--- config.mk ---
export PLATFORM = sky130hd
export DESIGN_NAME = spi_byte_fifo_master
export DESIGN_NICKNAME = d
export VERILOG_FILES = /design/src/rtl/spi_mst_pkg.sv /design/src/rtl/spi_mst_fifo.sv /design/src/rtl/spi_mst_engine.sv /design/src/rtl/spi_byte_fifo_master.sv
export SDC_FILE = /design/constraint.sdc
export NUM_CORES = 1
export LEC_CHECK = 0
export BUFFER_PORTS_ARGS = -buffer_cell sky130_fd_sc_hd__buf_2
export CAP_MARGIN = 30
export CORE_ASPECT_RATIO = 2
export CORE_UTILIZATION = 56
export CTS_BUF_LIST = sky130_fd_sc_hd__clkbuf_4 sky130_fd_sc_hd__clkbuf_8
export DETAILED_ROUTE_END_ITERATION = 16
export GPL_TIMING_DRIVEN = 0
export PLACE_DENSITY_LB_ADDON = 0.2
export SYNTH_ARGS = -nofsm -noshare
export SYNTH_HDL_FRONTEND = slang
export SYNTH_SLANG_ARGS = --single-unit
--- constraint.sdc ---
create_clock -name clk_i -period 5.95 [get_ports clk_i]
set_input_delay 0.595 -clock clk_i [delete_from_list [all_inputs] [get_ports clk_i]]
set_output_delay 0.595 -clock clk_i [all_outputs]
set_load 0.01 [all_outputs]
--- src/rtl/spi_mst_pkg.sv ---
package spi_mst_pkg;
  typedef enum logic [1:0] {WS_8 = 2'd0, WS_16 = 2'd1, WS_32 = 2'd2, WS_RSV = 2'd3} wsize_e;

  localparam int MAX_W = 32;
  // control bit positions
  localparam int C_MST  = 5;
  localparam int C_CPOL = 6;
  localparam int C_CKE  = 8;
  localparam int C_SMP  = 9;
  localparam int C_WS   = 10;
  localparam int C_ON   = 15;
  localparam int C_ENH  = 16;
  localparam int C_ASS  = 28;
  // status bit positions
  localparam int S_ROV  = 6;
  localparam int S_TXL  = 16;
  localparam int S_RXL  = 24;

  function automatic logic [1:0] size_shift(input logic [1:0] code);
    case (code)
      WS_16:   return 2'd1;
      WS_32:   return 2'd2;
      default: return 2'd0;
    endcase
  endfunction

  function automatic logic [5:0] size_bits(input logic [1:0] code);
    return 6'd8 << size_shift(code);
  endfunction

  function automatic logic [MAX_W-1:0] size_mask(input logic [1:0] code);
    case (size_shift(code))
      2'd1:    return 32'h0000_FFFF;
      2'd2:    return 32'hFFFF_FFFF;
      default: return 32'h0000_00FF;
    endcase
  endfunction
endpackage

--- src/rtl/spi_mst_fifo.sv ---
module spi_mst_fifo #(
  parameter int DW    = 32,
  parameter int DEPTH = 16,
  localparam int LW   = $clog2(DEPTH + 1),
  localparam int PW   = (DEPTH > 1) ? $clog2(DEPTH) : 1
) (
  input  logic          clk_i,
  input  logic          rst_ni,
  input  logic          flush_i,
  input  logic [LW-1:0] cap_i,
  input  logic          push_i,
  input  logic [DW-1:0] wdata_i,
  input  logic          pop_i,
  output logic [DW-1:0] rdata_o,
  output logic [LW-1:0] level_o,
  output logic          full_o,
  output logic          empty_o
);
  logic [DW-1:0] mem_q [DEPTH];
  logic [PW-1:0] wp_q, rp_q;
  logic [LW-1:0] cnt_q;
  logic          do_push, do_pop;

  assign full_o  = (cnt_q >= cap_i);
  assign empty_o = (cnt_q == '0);
  assign do_push = push_i && !full_o && !flush_i;
  assign do_pop  = pop_i && !empty_o && !flush_i;
  assign rdata_o = mem_q[rp_q];
  assign level_o = cnt_q;

  function automatic logic [PW-1:0] nxt(input logic [PW-1:0] p);
    return (p == PW'(DEPTH - 1)) ? '0 : p + 1'b1;
  endfunction

  always_ff @(posedge clk_i) begin
    if (do_push) mem_q[wp_q] <= wdata_i;
  end

  always_ff @(posedge clk_i or negedge rst_ni) begin
    if (!rst_ni) begin
      wp_q  <= '0;
      rp_q  <= '0;
      cnt_q <= '0;
    end else if (flush_i) begin
      wp_q  <= '0;
      rp_q  <= '0;
      cnt_q <= '0;
    end else begin
      if (do_push) wp_q <= nxt(wp_q);
      if (do_pop)  rp_q <= nxt(rp_q);
      case ({do_push, do_pop})
        2'b10:   cnt_q <= cnt_q + 1'b1;
        2'b01:   cnt_q <= cnt_q - 1'b1;
        default: cnt_q <= cnt_q;
      endcase
    end
  end

  a_r3_full_push_dropped: assert property (@(posedge clk_i) disable iff (!rst_ni)
    (push_i && full_o && !pop_i && !flush_i) |=> (level_o == $past(level_o)));

  a_r4_empty_pop_dropped: assert property (@(posedge clk_i) disable iff (!rst_ni)
    (pop_i && empty_o && !push_i && !flush_i) |=> (level_o == '0));
endmodule

--- src/rtl/spi_mst_engine.sv ---
module spi_mst_engine
  import spi_mst_pkg::*;
#(
  parameter int DIV_W = 9
) (
  input  logic             clk_i,
  input  logic             rst_ni,
  input  logic             en_i,
  input  logic             run_i,
  input  logic             cpol_i,
  input  logic             cke_i,
  input  logic             smp_i,
  input  logic [1:0]       ws_i,
  input  logic [DIV_W-1:0] div_i,
  input  logic             tx_empty_i,
  input  logic [MAX_W-1:0] tx_data_i,
  output logic             tx_pop_o,
  output logic             rx_push_o,
  output logic [MAX_W-1:0] rx_data_o,
  output logic             busy_o,
  output logic             sclk_o,
  output logic             mosi_o,
  input  logic             miso_i
);
  localparam int BW = $clog2(MAX_W);

  logic             busy_q, half_q;
  logic [BW-1:0]    bit_q;
  logic [DIV_W-1:0] div_q;
  logic [MAX_W-1:0] tx_q, rx_q, rx_next, aligned;
  logic [5:0]       wbits;
  logic             tick, last, word_end, sample, load;

  assign wbits    = size_bits(ws_i);
  assign last     = ({1'b0, bit_q} == (wbits - 6'd1));
  assign tick     = busy_q && (div_q >= div_i);
  assign word_end = tick && half_q && last;
  assign sample   = tick && (half_q == smp_i);
  assign load     = en_i && run_i && !tx_empty_i && (!busy_q || word_end);
  assign rx_next  = {rx_q[MAX_W-2:0], miso_i};
  assign aligned  = tx_data_i << (6'd32 - wbits);

  assign tx_pop_o  = load;
  assign rx_push_o = word_end;
  assign rx_data_o = smp_i ? rx_next : rx_q;
  assign busy_o    = busy_q;
  assign mosi_o    = busy_q ? tx_q[MAX_W-1] : 1'b0;
  // cke set: idle level in first half of a bit; clear: active level first
  assign sclk_o    = busy_q ? (cpol_i ^ (cke_i ? half_q : ~half_q)) : cpol_i;

  always_ff @(posedge clk_i or negedge rst_ni) begin
    if (!rst_ni) begin
      busy_q <= 1'b0;
      half_q <= 1'b0;
      bit_q  <= '0;
      div_q  <= '0;
      tx_q   <= '0;
      rx_q   <= '0;
    end else if (!en_i) begin
      busy_q <= 1'b0;
      half_q <= 1'b0;
      bit_q  <= '0;
      div_q  <= '0;
      tx_q   <= '0;
      rx_q   <= '0;
    end else begin
      if (busy_q) div_q <= tick ? '0 : div_q + 1'b1;
      if (sample) rx_q <= rx_next;
      if (load) begin
        busy_q <= 1'b1;
        half_q <= 1'b0;
        bit_q  <= '0;
        div_q  <= '0;
        tx_q   <= aligned;
        rx_q   <= '0;
      end else if (word_end) begin
        busy_q <= 1'b0;
        half_q <= 1'b0;
        bit_q  <= '0;
      end else if (tick) begin
        if (!half_q) begin
          half_q <= 1'b1;
        end else begin
          half_q <= 1'b0;
          bit_q  <= bit_q + 1'b1;
          tx_q   <= tx_q << 1;
        end
      end
    end
  end

  a_r12_off_stops_shifter: assert property (@(posedge clk_i) disable iff (!rst_ni)
    !en_i |=> (!busy_o && !rx_push_o));
endmodule

--- src/rtl/spi_byte_fifo_master.sv ---
module spi_byte_fifo_master
  import spi_mst_pkg::*;
#(
  parameter int FIFO_BYTES = 16,
  parameter int DIV_W      = 9
) (
  input  logic        clk_i,
  input  logic        rst_ni,
  input  logic        wr_i,
  input  logic        rd_i,
  input  logic        clr_i,
  input  logic [1:0]  addr_i,
  input  logic [31:0] wdata_i,
  output logic [31:0] rdata_o,
  output logic        sclk_o,
  output logic        mosi_o,
  input  logic        miso_i,
  output logic        ss_no
);
  localparam int LW = $clog2(FIFO_BYTES + 1);
  localparam logic [31:0] CTRL_MASK = (32'd1 << C_MST) | (32'd1 << C_CPOL) | (32'd1 << C_CKE) |
                                      (32'd1 << C_SMP) | (32'd3 << C_WS)   | (32'd1 << C_ON)  |
                                      (32'd1 << C_ENH) | (32'd1 << C_ASS);
  localparam logic [1:0] A_CTRL = 2'd0, A_STAT = 2'd1, A_DATA = 2'd2, A_BAUD = 2'd3;

  logic [31:0]      ctrl_q;
  logic [DIV_W-1:0] baud_q;
  logic             rov_q;

  logic             on, mst, cpol, cke, smp, enh, auto_ss;
  logic [1:0]       ws;
  logic [LW-1:0]    cap, tx_lvl, rx_lvl;
  logic             tx_push, tx_pop, tx_full, tx_empty;
  logic             rx_push, rx_pop, rx_full, rx_empty;
  logic [31:0]      tx_head, rx_head, rx_word;
  logic             busy;
  logic [31:0]      status;

  assign on      = ctrl_q[C_ON];
  assign mst     = ctrl_q[C_MST];
  assign cpol    = ctrl_q[C_CPOL];
  assign cke     = ctrl_q[C_CKE];
  assign smp     = ctrl_q[C_SMP];
  assign enh     = ctrl_q[C_ENH];
  assign auto_ss = ctrl_q[C_ASS];
  assign ws      = ctrl_q[C_WS +: 2];

  assign cap     = enh ? LW'(FIFO_BYTES >> size_shift(ws)) : LW'(1);
  assign tx_push = wr_i && (addr_i == A_DATA);
  assign rx_pop  = rd_i && (addr_i == A_DATA);

  spi_mst_fifo #(.DW(MAX_W), .DEPTH(FIFO_BYTES)) u_txq (
    .clk_i, .rst_ni, .flush_i(!on), .cap_i(cap),
    .push_i(tx_push), .wdata_i(wdata_i & size_mask(ws)),
    .pop_i(tx_pop), .rdata_o(tx_head), .level_o(tx_lvl),
    .full_o(tx_full), .empty_o(tx_empty)
  );

  spi_mst_fifo #(.DW(MAX_W), .DEPTH(FIFO_BYTES)) u_rxq (
    .clk_i, .rst_ni, .flush_i(!on), .cap_i(cap),
    .push_i(rx_push), .wdata_i(rx_word),
    .pop_i(rx_pop), .rdata_o(rx_head), .level_o(rx_lvl),
    .full_o(rx_full), .empty_o(rx_empty)
  );

  spi_mst_engine #(.DIV_W(DIV_W)) u_eng (
    .clk_i, .rst_ni, .en_i(on), .run_i(mst),
    .cpol_i(cpol), .cke_i(cke), .smp_i(smp), .ws_i(ws), .div_i(baud_q),
    .tx_empty_i(tx_empty), .tx_data_i(tx_head), .tx_pop_o(tx_pop),
    .rx_push_o(rx_push), .rx_data_o(rx_word), .busy_o(busy),
    .sclk_o, .mosi_o, .miso_i
  );

  assign ss_no = ~(auto_ss & busy);

  always_ff @(posedge clk_i or negedge rst_ni) begin
    if (!rst_ni) begin
      ctrl_q <= '0;
      baud_q <= '0;
      rov_q  <= 1'b0;
    end else begin
      if (wr_i && addr_i == A_CTRL) ctrl_q <= wdata_i & CTRL_MASK;
      if (wr_i && addr_i == A_BAUD) baud_q <= wdata_i[DIV_W-1:0];
      if (rx_push && rx_full)
        rov_q <= 1'b1;
      else if (clr_i && addr_i == A_STAT && wdata_i[S_ROV])
        rov_q <= 1'b0;
    end
  end

  always_comb begin
    status = '0;
    status[S_ROV] = rov_q;
    status[S_TXL +: LW] = tx_lvl;
    status[S_RXL +: LW] = rx_lvl;
  end

  always_comb begin
    case (addr_i)
      A_CTRL:  rdata_o = ctrl_q;
      A_STAT:  rdata_o = status;
      A_DATA:  rdata_o = rx_empty ? '0 : rx_head;
      default: rdata_o = 32'(baud_q);
    endcase
  end

  a_r10_overflow_sticky: assert property (@(posedge clk_i) disable iff (!rst_ni)
    (rov_q && !(clr_i && addr_i == A_STAT && wdata_i[S_ROV])) |=> rov_q);

  a_r11_ss_release: assert property (@(posedge clk_i) disable iff (!rst_ni)
    $rose(ss_no) |-> (!auto_ss || $past(tx_empty || !on || !mst)));
endmodule

# Word-level counts from Yosys, hierarchy flattened
# Memory sizes are Yosys's and may differ from the RTL's.
# Index checks and enable logic that the tools add are counted.
# totals
inputBits	40
mem_bits_rw	1024
mem_count	2
out_inout_bits	35
word_cells	161
reg_bits	125
# op_classes
addsub	12
shift	3
n_lt_le_gt_ge	3
n_reduce_logical	34
mux	56
bitwise_logic	5
eq_ne	31
# mem_list
memory	depth	width	rd	rd_clocked_by_memory_dff	write_ports	line_no	source
u_rxq.mem_q	16	32	1	0	1	spi_mst_fifo.sv:19	logic [DW-1:0] mem_q [DEPTH];
u_txq.mem_q	16	32	1	0	1	spi_mst_fifo.sv:19	
# ops
cell	count
2-to-1 mux 32 bit	10
one-hot mux 32 bit (3 select lines)	1
one-hot mux 32 bit (2 select lines)	1
2-to-1 mux 4 bit	12
2-to-1 mux 5 bit	8
2-to-1 mux 9 bit	4
AND 32 bit	1
left shift 32 x 6 -> 32 bit	1
logical AND 1 bit	22
inequality test 3 x 1 -> 1 bit, second input constant	7
one-hot mux 5 bit (2 select lines)	2
2-to-1 mux 1 bit	17
adder 4 x 1 -> 4 bit, second input constant	4
equality test 4 bit, second input constant	4
adder 5 x 1 -> 5 bit, second input constant	3
equality test 2 bit, second input constant	6
equality test 2 x 1 -> 1 bit, second input constant	5
>= comparator 5 bit	2
zero test 5 bit	2
subtractor 5 x 1 -> 5 bit, second input constant	2
adder 9 x 1 -> 9 bit, second input constant	1
>= comparator 9 bit	1
inequality test 2 x 1 -> 1 bit, second input constant	4
inequality test 4 x 1 -> 1 bit, second input constant	2
17 further kinds	22

# Logic depth before layout (Yosys ltp)
# logic_depth
word_depth	13
ltp_mapped	19

# Cells and area by module
# From an unflattened synthesis, not the netlist that was laid out.
# hier_totals
hier_cells	2882
hier_area_um2	47893.4
# by_module_without_submodules
module	seq_area_each_um2	area_each_um2	cells_per_inst	instances
spi_mst_fifo at u_txq	15700.1	20718.6	1098	1
spi_mst_fifo at u_rxq	15700.1	20709.9	1094	1
spi_mst_engine	2001.9	4926.0	533	1
spi_byte_fifo_master	475.5	1539.0	157	1

# Least setup slack after synthesis
# Ideal clock, no wire load.
# synth_timing
path_kind	flip-flop to flip-flop
from	register ctrl_q[10]
to	memory u_txq.mem_q[3][0], enable pin
stages_incl_launch_ff	10
required_ps	5449
arrival_time_ps	5600
setup_slack_ps	-151
period_less_slack_ps	6101
path_cell_list	dfrtp_1 -> inv_1 -> ha_1 -> clkbuf_1 -> clkbuf_1 -> nand2_1 -> ha_1 -> a2111oi_0 -> o21ai_1 -> nor4_1
# synth_between
elab_chain_len	10
elab_cells_between_ends	11
cone_classes	order compare (1); eq/ne (2); shift (1); mux (4); reduce/logical (3)
# synth_lines
element	line_no	source
from (decl)	spi_byte_fifo_master.sv:26	logic [31:0] ctrl_q;
from (signal assigned)	spi_byte_fifo_master.sv:82	if (wr_i && addr_i == A_CTRL) ctrl_q <= wdata_i & CTRL_MASK;
equality test 2 bit / equality test 2 x 1 -> 1 bit (equally long branches)	spi_mst_pkg.sv:20	case (code)
one-hot mux 2 bit (2 select lines) *	spi_mst_pkg.sv:20	
>> shifter 5 x 2 -> 5 bit *	spi_byte_fifo_master.sv:48	assign cap = enh ? LW'(FIFO_BYTES >> size_shift(ws)) : LW'(1);
2-to-1 mux 5 bit *	spi_byte_fifo_master.sv:48	
>= comparator 5 bit *	spi_mst_fifo.sv:24	assign full_o = (cnt_q >= cap_i);
zero test 1 bit *	spi_mst_fifo.sv:26	assign do_push = push_i && !full_o && !flush_i;
logical AND 1 bit * (2 in series)	spi_mst_fifo.sv:26	
2-to-1 mux 1 bit *	spi_mst_fifo.sv:36	if (do_push) mem_q[wp_q] <= wdata_i;
2-to-1 mux 1 bit (implied by the code) *	spi_mst_fifo.sv:36	
to (decl)	spi_mst_fifo.sv:19	
# Mark *: on every way between the ends. The rest lies on a longest branch, timed or not.

# Worst setup path in the final report
# layout_timing
from	register ctrl_q[10]
to	memory u_txq.mem_q[3][26], enable pin
# The elaborated chain is that of the path after synthesis.

==> metrics.md <==
| Metric | Value |
|---|---|
| Layout cell share with drive strength beyond 1 | `0.2508` |
| TritonCTS Sinks | `1,149` |
| Post-Syn Area | `0.04723 mm^2` |
| Core area | `0.08352 mm^2` |
| Area contributors post-synth | `edfxtp_1 (65%), mux4_2 (11%), dfrtp_1 (6.6%), mux2i_1 (3.0%), nand2_1 (1.2%)` |
| First-pass GRT wire length | `185.1 mm` |
| Finish-stage setup viols | `0` |
| Vias in the first global route | `27,271` |
| Die Ht | `412.7 um` |
| Met2 Use GR | `0.5730` |
| GR Util met1 | `0.3221` |
| CP arrival | `6100 ps` |
| Vias after detailed routing | `26,261` |
| Yosys top cell by area | `edfxtp_1` |
| Final core utilization | `0.6344` |
| TritonCTS clock tree | `yes` |
| Async SR Flop Fraction | `0.1088` |
| Syn_nets | `2,661` |
| Maximum vdd drop | `243.7 uV` |
| DP HPWL | `89.23 mm` |
| Post-CTS sizing | `0` |
| Sequential area share after synthesis | `0.7173` |
| Synth top area share | `0.6511` |
| FF+latch count, synth | `1,149` |
| Die width | `207.3 um` |
| R2R depth | `12` |
| Worst Hold Class | `in2reg` |
| Fillers | `5,764` |
| Area delta synth->final | `12.19%` |
| Post-route ant nets | `0` |
| Most used routing layer | `met2` |
| Max Cap Viol | `0` |
| FP Rows | `150` |
| Average wire per standard cell | `31.84 um` |
| Io pins | `75` |
| Syn. warnings | `0` |
| R2R Path End | `u_txq.mem_q[3][26]` |
| GRT Util Overall | `0.3089` |
| Power Total | `17.53 mW` |
| Worst path required time | `6470 ps` |
| Clock-pin slew on the worst setup and hold paths | `70 ps` |
| H-tree levels | `4` |
| Commonest cells in the synthesized netlist | `edfxtp_1 (1,024), mux4_2 (223), nand2_1 (156), mux2i_1 (140), dfrtp_1 (125)` |
| Post-synth cell types | `73` |
| Initial Utilization | `0.5655` |
| Peak fanout along the critical path | `10` |
| Post-synth top flop | `edfxtp_1` |
| Max_slew headroom | `0.3049` |
| Number of flops mapped to enable cells by yosys | `1,024` |
| Root buf cell | `clkbuf_8` |
| Final #Nets | `2,940` |
| Tcrit/Tclk final | `0.9381` |
| Worst hold endpoint | `ctrl_q[10]` |
| Layout Skew | `33.29 ps` |
| Leakage | `16.49 nW` |
| R2R setup slack | `370 ps` |
| Port bufs | `74` |
| CTS Buf Count | `153` |
| Initial antenna violation count | `9` |
| GRT overflow | `0` |
| Max clock buf depth | `3` |
| RR Startpoint | `ctrl_q[10]` |
| Die Area | `0.08557 mm^2` |
| WS Path Type | `reg2reg` |
| Crit path capture type | `flip-flop` |
| Post-route non-filler standard cell count | `4,044` |
| Post-synthesis area per instance | `18.31 um^2` |
| Final count of hold timing violations | `0` |
| Outcome | `completed` |
| Pins Over Slew Limit | `0` |
| Worst Max-Slew Pin Slew | `1041 ps` |
| Hold path cells | `3` |
| Placed Cells | `3,763` |
| Worst setup SP type | `flip-flop` |
| Routed wire length | `128.8 mm` |
| Starting DRT DRC Count | `2,537` |
| Met3 Resource Use GR | `0.04627` |
| Count leader, synth | `edfxtp_1` |
| HP Start | `wdata_i[10]` |
| DRT Pass-1 Iters | `6` |
| Placer Congestion | `0.9637` |
| Pwr per Cell Area | `330.9 mW/mm^2` |
| Achievable clock frequency | `0.1792 GHz` |
| Via/cell ratio | `6.494` |
| Worst-skew pair later-pin latency | `840 ps` |
| Maximum number of pins on one net before global-route repair | `87` |
| Residual DRC count | `0` |
| Crit path launch | `ctrl_q[10]` |
| Min Clock Period, post-route | `5582 ps` |
| RSZ-0062 raised after global routing | `no` |
| Post-Syn Instances | `2,579` |
-- worst max-delay path by stage --
stage                                     end
after CTS                  u_txq.mem_q[3][26]
after floorplan            u_txq.mem_q[11][0]
after global routing       u_txq.mem_q[3][26]
final                      u_txq.mem_q[3][26]
after global placement    u_txq.mem_q[11][29]
after detailed placement   u_txq.mem_q[3][31]
-- timing repair --
action | in CTS | in global routing
endpoints found under the setup margin | 0 | 8
setup buffers | 0 | 0
hold buffers | 3 | 0
endpoints found under the hold margin | 41 | 0
-- sequential cells by signal (all words and copies together) (netlist names) --
name / cells
u_txq.mem_q: 512
u_eng.bit_q: 5
baud_q: 9
u_eng.rx_q: 32
u_txq.wp_q: 4
u_eng.busy_o: 1
u_rxq.mem_q: 512
u_txq.level_o: 5
ctrl_q: 9
u_eng.half_q: 1
u_eng.tx_q: 32
u_rxq.wp_q: 4
u_txq.rp_q: 4
rov_q: 1
u_eng.div_q: 9
u_rxq.rp_q: 4
u_rxq.level_o: 5
-- layout by cell type, fill, tap and decap left out, types with 39 or more instances in the layout --
master | synthesis | routed
edfxtp_1 | 1024 | 1024
mux4_2 | 223 | 223
clkbuf_8 | 0 | 165
nand2_1 | 156 | 156
mux2i_1 | 140 | 140
dfrtp_1 | 125 | 125
buf_2 | 24 | 97
a21oi_1 | 91 | 91
clkbuf_1 | 79 | 79
o21ai_0 | 54 | 54
nor2_1 | 53 | 52
mux2_2 | 47 | 47
a221oi_1 | 40 | 40
ha_1 | 40 | 40
nand3_1 | 39 | 39
-- critical path, cell delays in order (launching register included) --
cell and delay (ps):
dfrtp_1 440, inv_1 120, ha_1 350, clkbuf_1 450, clkbuf_1 660, nand2_1 190
ha_1 340, a2111oi_0 740, o21ai_1 510, nor4_4 810, buf_8 250, buf_6 210
buf_8 170
-- routing by layer --
| metal | up-vias | part of all wire | wire, um |
|---|---|---|---|
| met5 | - | 0.00044 | 57 |
| met4 | 8 | 0.067 | 8607 |
| met3 | 367 | 0.059 | 7628 |
| met2 | 1291 | 0.55 | 70590 |
| met1 | 13607 | 0.33 | 41890 |
| li1 | 10988 | - | - |
-- through the flow --
step                worst slack (ps)  instance area [um^2]  TNS [ps]  hold slack, ps
finish                         368.2                 52980         0           98.62
global route                  0.9117                 52980         0           82.67
CTS                            287.7                 52970         0           31.45
detailed placement             355.5                 49820         0           476.7
global placement               -3485                 48940   -623590           476.2
floorplan                      653.5                 47230         0           299.4
-- kinds of logic (layout without fill, tap and decap cells) --
logic type	Yosys count	count (layout)	synth area share
AOI/OAI and AO/OA	369	369	0.05495
xor gates and xnor gates	16	16	0.003285
adders and majority gates	42	42	0.01144
buffers and inverters	185	584	0.02109
DFF	1149	1149	0.7173
muxes	415	415	0.1500
other	0	2	0
and+or+nand+nor	403	403	0.04191
-- report_power, final --
group	total, mW	leakage (nW)	internal, mW	switching (mW)
clock	6.09	1.64	3.19	2.90
combinational	2.39	4.71	0.915	1.47
sequential	9.05	10.1	8.94	0.111
-- final cells by class --
| type | instances | area, um^2 | area share |
|---|---|---|---|
| antenna | 2 | 5.005 | 0.00009446 |
| buffer | 153 | 875.8 | 0.01653 |
| clock buffer | 202 | 2549 | 0.04810 |
| clock inverter | 73 | 574.3 | 0.01084 |
| inverter | 32 | 120.1 | 0.002267 |
| multi-input combinational | 1245 | 12420 | 0.2344 |
| sequential | 1149 | 33880 | 0.6394 |
| tap | 1064 | 1331 | 0.02513 |
| timing repair buffer | 124 | 1229 | 0.02319 |
Note: power is estimated with default switching activity, not from simulation.
